`src/rtl/sched_pkg.sv`:
```
package sched_pkg;

    localparam int MAX_CH = 4;
    localparam int CH_W   = $clog2(MAX_CH);

    typedef enum logic [1:0] {
        MODE_ONE      = 2'd0,
        MODE_TWO      = 2'd1,
        MODE_FOUR     = 2'd2,
        MODE_FOUR_ALT = 2'd3
    } mode_e;

    typedef enum logic [1:0] {
        ENG_IDLE,
        ENG_WARM,
        ENG_CONV,
        ENG_NEXT
    } eng_state_e;

    typedef struct packed {
        eng_state_e          st;
        logic [CH_W-1:0]     ch;
        logic [CH_W-1:0]     last;
    } eng_pos_t;

    // Highest channel index served in a frame for a given mode setting.
    function automatic logic [CH_W-1:0] last_index(input logic [1:0] m);
        case (mode_e'(m))
            MODE_ONE: last_index = CH_W'(0);
            MODE_TWO: last_index = CH_W'(1);
            default:  last_index = CH_W'(MAX_CH - 1);
        endcase
    endfunction

endpackage

```
`src/rtl/rate_timer.sv`:
```
module rate_timer #(
    parameter int DIV_W = 16
) (
    input  logic             clk,
    input  logic             rst,
    input  logic [DIV_W-1:0] div,
    output logic             tick
);

    logic [DIV_W-1:0] cnt;
    logic [DIV_W-1:0] lim;

    // A divider of zero behaves as one: a tick every clock.
    assign lim = (div == '0) ? '0 : div - 1'b1;

    always_ff @(posedge clk) begin
        if (rst) begin
            cnt  <= '0;
            tick <= 1'b0;
        end else if (cnt >= lim) begin
            cnt  <= '0;
            tick <= 1'b1;
        end else begin
            cnt  <= cnt + 1'b1;
            tick <= 1'b0;
        end
    end

endmodule

```
`src/rtl/conv_engine.sv`:
```
module conv_engine
    import sched_pkg::*;
#(
    parameter int WARM_W = 8,
    parameter int CW     = 2
) (
    input  logic              clk,
    input  logic              rst,
    input  logic              tick,
    input  logic [WARM_W-1:0] warm,
    input  logic [CW-1:0]     last_ch,
    input  logic              done,
    output logic [CW-1:0]     ch,
    output logic              start,
    output logic              pwr,
    output logic              active
);

    eng_state_e        st;
    logic [WARM_W-1:0] wcnt;
    logic [WARM_W-1:0] warm_eff;
    logic [CW-1:0]     last_q;

    assign warm_eff = (warm == '0) ? WARM_W'(1) : warm;
    assign active   = (st != ENG_IDLE);

    always_ff @(posedge clk) begin
        if (rst) begin
            st     <= ENG_IDLE;
            wcnt   <= '0;
            ch     <= '0;
            last_q <= '0;
            start  <= 1'b0;
            pwr    <= 1'b0;
        end else begin
            start <= 1'b0;
            unique case (st)
                ENG_IDLE: begin
                    // Ticks seen in any other state are dropped.
                    if (tick) begin
                        last_q <= last_ch;
                        ch     <= '0;
                        pwr    <= 1'b1;
                        wcnt   <= warm_eff;
                        st     <= ENG_WARM;
                    end
                end
                ENG_WARM: begin
                    wcnt <= wcnt - 1'b1;
                    if (wcnt == WARM_W'(1)) begin
                        start <= 1'b1;
                        st    <= ENG_CONV;
                    end
                end
                ENG_CONV: begin
                    if (done) begin
                        pwr <= 1'b0;
                        st  <= (ch == last_q) ? ENG_IDLE : ENG_NEXT;
                    end
                end
                ENG_NEXT: begin
                    ch   <= ch + 1'b1;
                    pwr  <= 1'b1;
                    wcnt <= warm_eff;
                    st   <= ENG_WARM;
                end
                default: st <= ENG_IDLE;
            endcase
        end
    end

endmodule

```
`src/rtl/duty_sample_sched.sv`:
```
module duty_sample_sched
    import sched_pkg::*;
#(
    parameter int DIV_W  = 16,
    parameter int WARM_W = 8
) (
    input  logic              clk,
    input  logic              rst,
    input  logic [1:0]        mode_sel,
    input  logic [DIV_W-1:0]  accel_div,
    input  logic [DIV_W-1:0]  temp_div,
    input  logic [WARM_W-1:0] accel_warm,
    input  logic [WARM_W-1:0] temp_warm,
    input  logic              accel_done,
    input  logic              temp_done,
    output logic [CH_W-1:0]   ch_sel,
    output logic              accel_start,
    output logic              temp_start,
    output logic              accel_pwr,
    output logic              temp_pwr,
    output logic              busy
);

    localparam int N_PATH = 2;
    localparam int P_ACC  = 0;
    localparam int P_TMP  = 1;

    logic [DIV_W-1:0]  div_arr [N_PATH];
    logic [N_PATH-1:0] ticks;
    logic              a_active;
    logic              t_active;
    logic [0:0]        t_ch_unused;

    assign div_arr[P_ACC] = accel_div;
    assign div_arr[P_TMP] = temp_div;

    for (genvar p = 0; p < N_PATH; p++) begin : g_timer
        rate_timer #(.DIV_W(DIV_W)) u_timer (
            .clk  (clk),
            .rst  (rst),
            .div  (div_arr[p]),
            .tick (ticks[p])
        );
    end

    conv_engine #(.WARM_W(WARM_W), .CW(CH_W)) u_accel (
        .clk     (clk),
        .rst     (rst),
        .tick    (ticks[P_ACC]),
        .warm    (accel_warm),
        .last_ch (last_index(mode_sel)),
        .done    (accel_done),
        .ch      (ch_sel),
        .start   (accel_start),
        .pwr     (accel_pwr),
        .active  (a_active)
    );

    conv_engine #(.WARM_W(WARM_W), .CW(1)) u_temp (
        .clk     (clk),
        .rst     (rst),
        .tick    (ticks[P_TMP]),
        .warm    (temp_warm),
        .last_ch (1'b0),
        .done    (temp_done),
        .ch      (t_ch_unused),
        .start   (temp_start),
        .pwr     (temp_pwr),
        .active  (t_active)
    );

    assign busy = a_active | t_active;

endmodule

```
`config.mk`:
```
export PLATFORM = sky130hd
export DESIGN_NAME = duty_sample_sched
export DESIGN_NICKNAME = d
export VERILOG_FILES = /design/src/rtl/sched_pkg.sv /design/src/rtl/rate_timer.sv /design/src/rtl/conv_engine.sv /design/src/rtl/duty_sample_sched.sv
export SDC_FILE = /design/constraint.sdc
export NUM_CORES = 1
export LEC_CHECK = 0
export BUFFER_PORTS_ARGS = -buffer_cell sky130_fd_sc_hd__buf_2
export CORE_MARGIN = 4
export CORE_UTILIZATION = 24
export CTS_BUF_LIST = sky130_fd_sc_hd__clkbuf_16
export DETAILED_ROUTE_END_ITERATION = 16
export PLACE_DENSITY = 0.44
export SLEW_MARGIN = 20
export SYNTH_ARGS = -nofsm -noshare
export SYNTH_HDL_FRONTEND = slang
export SYNTH_SLANG_ARGS = --single-unit
```
`constraint.sdc`:
```
create_clock -name clk -period 6.1 [get_ports clk]
set_clock_uncertainty 0.2 [all_clocks]
set_input_delay 1.83 -clock clk [delete_from_list [all_inputs] [get_ports clk]]
set_output_delay 1.83 -clock clk [all_outputs]
set_load 0.02 [all_outputs]
```
==> metrics.txt, run 1 <==
status=finished, final reports clean; Hold WC Path Type=reg2reg; core area=18890 um^2; Unique masters post-synth=60; pwr dens=207.8 nW/um^2; unrepaired setup endpoints after global routing=false; Clk Latency, worst-skew pair=0.33 ns; crit path DAT=roughly 5.3 ns; flops & latches, synth=between 60 and 70; register area=1261 um^2; Post-CTS Setup Bufs=0; layout cells sized above 1=0.1393; syn_nets=690; fin crit share=0.8566; Clock power frac=0.385; row count=50; die area=between 20000 and 25000 um^2; vias per cell=4.877; IO Pins=61; DR DRC count=0; Worst path slowest cell=a2111oi_0; Max FO, Critical Path=16; area of the multi-input gates=approximately 3200 um^2; Area Growth Syn to Fin=17.92%; first-pass iteration count of the detailed router=4; I/O Buffers=60; Internal=~0.00079 W; Peak Freq=191.4 MHz; Crit Path Class=in2reg; design area=around 5500 um^2; total gr overflow=0; Max VDD drop=0.1296 mV; post-synth design cell area=4643 um^2; max incr delay on CP=around 0.58 ns; Avg Cell Area, Syn=7.937 um^2; Clock transition at path regs=approximately 0.05 ns; Most used DFF post-synth=dfxtp_1; Routed Antenna Nets=0; WL final=12310 um; worst slew pin tran=0.7358 ns; # Max-Cap Violations=0; post-DP HPWL=9404 um; hold buffer count at CTS=0; CTS Buffer Depth=2; H-tree depth=3; total CTS buffers=9; Final GP Congestion=slightly below 0.8; placed cell area=5229 um^2; Vias=4419; synthesized instance count=585; crit-path leading delay family=simple AND/OR/NAND/NOR gates; initial antenna violation count=0; Slew Limit Headroom=0.5094; clock sink total=63; largest net degree at the start of global routing=30; Gate power share=0.214; crit-path cells=buf_2 > or4_4 > or3_4 > or3_1 > and2_1 > ha_1 > nand2b_1 > a2111oi_0 > o31ai_1 > buf_4 > nor4_1; Die X=147.1 um; Synth Warn #=0; Post-synth EDFFs=0; net switching power figure=0.0003460 W; Die H=between 100 and 150 um; Starting Density=0.2458; Clock Root Buffer=clkbuf_16; Initial DRC Count=around 220; Critical Path Sink Type=flop; WL/cell=approximately 14 um; nets@finish=748; min cycle time layout=approximately 5.2 ns; Req. time, crit path=between 6 and 7 ns; first-pass GRT wire length=about 21000 um; post-synthesis sequential area ratio=0.2716; post-CTS sizing=0; Setup TNS Final=0 ns; Buf/Inv on CP=2; setup violators final=0; reg2reg setup slack=around 3.6 ns; startpoint types=primary input; number of global-route vias before repair=between 4000 and 5000; Fin. Hold Viols=0; ys async rst share=0; Fillers=2073; Reg power frac=0.401; Tot GR Track Use=0.1141; static leakage=2.057 nW; Sw Share=0.3041; Pins Over Slew Limit=0; number of diodes=0; CTS tree=yes
registers in the layout, summed over array words and instances, names as in the netlist:
name                  count
u_accel.start             1
u_accel.last_q            2
u_accel.st                2
g_timer.u_timer.cnt      32
u_accel.pwr               1
u_temp.pwr                1
u_accel.wcnt              8
g_timer.u_timer.tick      2
u_temp.start              1
u_temp.ch                 1
u_temp.wcnt               8
u_accel.ch                2
u_temp.st                 2
kinds of logic after synthesis:
group / synth area share
buf+inv: 0.03934
compound gates: 0.1663
fa+ha+maj: 0.1374
xor+xnor: 0.08866
flops: 0.2716
simple gates: 0.2881
mux: 0.008623
power by group through the flow:
stage | combinational (W) | sequential [W] | clock [W]
finish | 0.000244 | 0.000456 | 0.000438
global route | 0.000279 | 0.000459 | 0.000470
CTS | 0.000244 | 0.000455 | 0.000452
detailed placement | 0.000243 | 0.000464 | 0
global placement | 0.000239 | 0.000463 | 0
floorplan | 0.000167 | 0.000460 | 0
worst reg2reg max path: cells and delay by family (launching register included):
kind                       cells  cell delay (ns)
DFF                            1             0.45
and+or+nand+nor                3             0.96
adders and majority gates      1             0.18
AOI/OAI and AO/OA              1             0.61
area by class of cell:
cell class              count  area share
clock buffers               9     0.04113
inverters                  29     0.01988
well taps                 260     0.05942
multi-input cells         476      0.5850
repair buffers             64     0.06033
flip-flops and latches     63      0.2303
clock inverters             5    0.003885
cells in the mapped netlist, types with 3 or more instances:
library cell | n | area (um^2)
o21a_1 | 4 | 30.03
a21oi_1 | 44 | 220.2
nand3_1 | 22 | 110.1
nand3b_1 | 3 | 22.52
mux2i_1 | 4 | 40.04
xor2_1 | 7 | 61.31
and2_1 | 3 | 18.77
a21o_1 | 4 | 30.03
a211oi_1 | 3 | 22.52
inv_1 | 29 | 108.9
nor3b_1 | 5 | 37.54
nor2_1 | 39 | 146.4
nand2_1 | 53 | 198.9
a211o_1 | 3 | 26.28
clkbuf_1 | 13 | 48.80
or2_2 | 3 | 18.77
xnor2_1 | 40 | 350.3
o31a_1 | 3 | 26.28
nand2b_1 | 5 | 31.28
or4_1 | 3 | 22.52
nor3_1 | 39 | 195.2
o211ai_1 | 4 | 30.03
a31oi_1 | 5 | 31.28
dfxtp_1 | 63 | 1261
ha_1 | 51 | 638.1
o21ai_0 | 24 | 120.1
nand4_1 | 15 | 93.84
o31ai_1 | 6 | 45.04
a41oi_1 | 3 | 26.28
nand4b_1 | 5 | 43.79
nor2b_1 | 11 | 68.82
nor4_1 | 32 | 200.2
a22o_1 | 3 | 26.28
stage by stage:
step | util | total power (W) | hold WS, ns | instances | setup WS [ns]
after CTS | 0.2898 | 0.001151 | 0.2713 | 906 | 0.9333
after detailed placement | 0.2768 | 0.0007061 | 0.2639 | 892 | 0.5894
after global placement | 0.2766 | 0.0007026 | 0.2579 | 892 | 0.6537
after global routing | 0.2898 | 0.001209 | 0.2827 | 906 | 0.5791
after floorplan | - | 0.0006274 | 0.2496 | 585 | 0.8475
final | 0.2898 | 0.001138 | 0.2687 | 906 | 0.8745
layout by cell type (no fill, tap or decap), types with 5 or more instances in the layout:
master	synthesis	final
a31oi_1	5	5
nor3_1	39	39
ha_1	51	51
buf_2	2	60
nor4_1	32	32
xor2_1	7	7
nor3b_1	5	5
nand4b_1	5	5
nor2b_1	11	11
o31ai_1	6	6
nand4_1	15	15
nand3_1	22	22
clkbuf_16	0	9
nand2_1	53	53
dfxtp_1	63	63
inv_1	29	32
a21oi_1	44	44
nor2_1	39	39
nand2b_1	5	5
xnor2_1	40	40
o21ai_0	24	24
per-layer routing:
metal	part of all wire	vias up	global-route usage
li1	-	2269	-
met5	0	-	0
met3	0.041	13	0.02869
met2	0.48	76	0.1892
met1	0.47	2061	0.1468
met4	0.012	0	0.03355
path summary, 6_finish.rpt:
check,endpoint,depth (start not counted),from
hold reg to reg,u_accel.last_q[1]$_SDFFE_PP0P_,2,u_accel.last_q[1]$_SDFFE_PP0P_
setup / recovery,g_timer[1].u_timer.cnt[14]$_SDFF_PP0_,11,temp_div[11]
setup reg to reg,u_accel.st[0]$_SDFFE_PP0P_,5,u_accel.wcnt[0]$_SDFFE_PP0P_
hold / removal,u_accel.last_q[1]$_SDFFE_PP0P_,2,u_accel.last_q[1]$_SDFFE_PP0P_
(Power assumes the default switching activity.)
==> run 2, diff against run 1 <==
--- a/config.mk
+++ b/config.mk
@@ -6,11 +6,13 @@
 export NUM_CORES = 1
 export LEC_CHECK = 0
 export BUFFER_PORTS_ARGS = -buffer_cell sky130_fd_sc_hd__buf_2
+export CELL_PAD_IN_SITES_DETAIL_PLACEMENT = 0
+export CELL_PAD_IN_SITES_GLOBAL_PLACEMENT = 1
 export CORE_MARGIN = 4
 export CORE_UTILIZATION = 24
 export CTS_BUF_LIST = sky130_fd_sc_hd__clkbuf_16
 export DETAILED_ROUTE_END_ITERATION = 16
-export PLACE_DENSITY = 0.44
+export PLACE_DENSITY = 0.54
 export SLEW_MARGIN = 20
 export SYNTH_ARGS = -nofsm -noshare
 export SYNTH_HDL_FRONTEND = slang
==> run 2 against run 1 <==
  * Register-to-register slack is essentially flat
  * Sequential share of layout area shrank 0.23 points
  * Power grew 6.3%
  * Hold slack lost 0.0024 ns
  * Final cell count grew 0.33%
  * Wire length shrank 0.56%
  * Sequential cell count is the same
==> metrics.txt, run 2 (same netlist as run 1, synthesis figures left out) <==
status=finished, final reports clean; I/O Buffers=60 (unchanged); Starting Density=0.2458 (unchanged); hold buffer count at CTS=0 (unchanged); crit-path cells=buf_2 > or4_4 > or3_4 > or3_1 > and2_1 > ha_1 > nand2b_1 > a2111oi_0 > o31ai_1 > buf_4 > nor4_1; Die X=147.1 um (unchanged); first-pass iteration count of the detailed router=5 (+1); Crit Path Class=in2reg; crit path DAT=5.28 ns (+0.02 ns); Initial DRC Count=238 (+6.3%); WL final=12240 um (-0.56%); Critical Path Sink Type=flop; fin crit share=0.8606 (+0.003968); Req. time, crit path=6.13 ns (about the same); startpoint types=primary input; Vias=4432 (+0.29%); Clk Latency, worst-skew pair=0.33 ns (about the same); commonest non-fill, non-tap cell in the layout=dfxtp_1; vias per cell=4.876 (about the same); biggest regs=g_timer.u_timer.cnt x32, u_accel.wcnt x8, u_temp.wcnt x8; met3 wire length=464 um (-8.7%); Buf/Inv on CP=2 (unchanged); setup violators final=0 (unchanged); final core occ=0.2928 (+0.002980); Pins Over Slew Limit=0 (unchanged); Final GP Congestion=0.7760 (-0.93%); # Max-Cap Violations=0 (unchanged); largest net degree at the start of global routing=30 (unchanged); first-pass GRT wire length=20440 um (-0.91%); Max VDD drop=0.09390 mV (-28%); pwr dens=218.6 nW/um^2 (+5.2%); Die H=147.1 um (unchanged); CTS Buffer Depth=2 (unchanged); min cycle time layout=5.250 ns (+0.02421 ns); crit-path leading delay family=simple AND/OR/NAND/NOR gates; static leakage=2.059 nW (+0.11%); Peak Freq=190.5 MHz (-0.46%); total CTS buffers=9 (unchanged); max incr delay on CP=0.56 ns (-0.02 ns); Hold WC Path Type=reg2reg; number of diodes=0 (unchanged); H-tree depth=3 (unchanged); post-DP HPWL=9363 um (-0.44%); row count=50 (unchanged); Top Layer Used=met4; die area=21640 um^2 (unchanged); Worst path slowest cell=or4_4; worst slew pin tran=0.7191 ns (-0.01668 ns); Clock transition at path regs=0.06 ns (about the same); Max FO, Critical Path=16 (unchanged); M1 WL=5847 um (+1.6%); layout cells sized above 1=0.1464 (+0.007060); Setup TNS Final=0 ns (unchanged); core area=18890 um^2 (unchanged); unrepaired setup endpoints after global routing=false; commonest non-fill, non-tap cells in the layout=dfxtp_1, buf_2, nand2_1; Fillers=2083 (+0.48%); nets@finish=749 (+0.13%); Fin. Hold Viols=0 (unchanged); total gr overflow=0 (unchanged); Post-CTS Setup Bufs=0 (unchanged); Tot GR Track Use=0.1127 (-0.001348); metal2 WL=5826 um (-1.2%); initial antenna violation count=0 (unchanged); Clock Root Buffer=clkbuf_16; WL/cell=13.47 um (-0.89%); Slew Limit Headroom=0.5162 (+0.006764); flip-flop count of the largest register after layout=32 (unchanged); clock sink total=63 (unchanged); CTS tree=yes; Routed Antenna Nets=0 (unchanged); number of global-route vias before repair=4308 (unchanged); DR DRC count=0 (unchanged); register name with the most flops=g_timer.u_timer.cnt; post-CTS sizing=0 (unchanged); Area Growth Syn to Fin=19.13%; IO Pins=61 (unchanged)
-- run 2: metrics by stage --
step / cell area [um^2] / cells / total power, W / setup WS [ns] / hold WS [ns]
floorplan: 4643 / 585 / 0.0006274 / 0.8475 / 0.2496
global placement: 5233 / 893 / 0.0007035 / 0.6491 / 0.2524
detailed placement: 5233 / 893 / 0.0007066 / 0.5362 / 0.2633
CTS: 5532 / 909 / 0.001227 / 0.8694 / 0.2718
global route: 5532 / 909 / 0.001281 / 0.5861 / 0.3077
finish: 5532 / 909 / 0.001209 / 0.8503 / 0.2663
-- run 2: final timing paths --
check	startpoint	endpoint	slack [ns]	cells past startpoint
worst min-delay path	u_accel.pwr$_SDFFE_PP0P_	u_accel.pwr$_SDFFE_PP0P_	0.27	2
worst max-delay path	temp_div[11]	g_timer[1].u_timer.cnt[4]$_SDFF_PP0_	0.85	11
worst min register to register	u_accel.pwr$_SDFFE_PP0P_	u_accel.pwr$_SDFFE_PP0P_	0.27	2
worst max register to register	u_accel.wcnt[0]$_SDFFE_PP0P_	u_accel.st[0]$_SDFFE_PP0P_	3.57	5
-- run 2: report_power, final --
part / leakage, nW / switching [W] / internal (W)
sequential: 0.510 / 0.0000225 / 0.000432
combinational: 1.42 / 0.000147 / 0.0000949
clock: 0.134 / 0.000196 / 0.000316
total: 2.06 / 0.000366 / 0.000843
-- run 2: cell type report --
type	instances	area (um^2)	area share
multi-input cells	476	3199	0.5784
well taps	260	325.3	0.05881
flip-flops and latches	63	1261	0.2280
repair buffers	65	337.8	0.06107
inverters	29	108.9	0.01968
clock inverters	7	73.82	0.01335
clock buffers	9	225.2	0.04071
-- run 2: layer usage --
layer / track usage / vias up
met4: 0.02377 / 0
met5: 0 / -
met3: 0.03054 / 8
met2: 0.1903 / 75
li1: - / 2268
met1: 0.1448 / 2081
-- run 2: tightest hold or removal path, stage by stage (launching register included) --
cell	delay (ns)
dfxtp_1	0.31
o31ai_1	0.06
a21oi_1	0.05
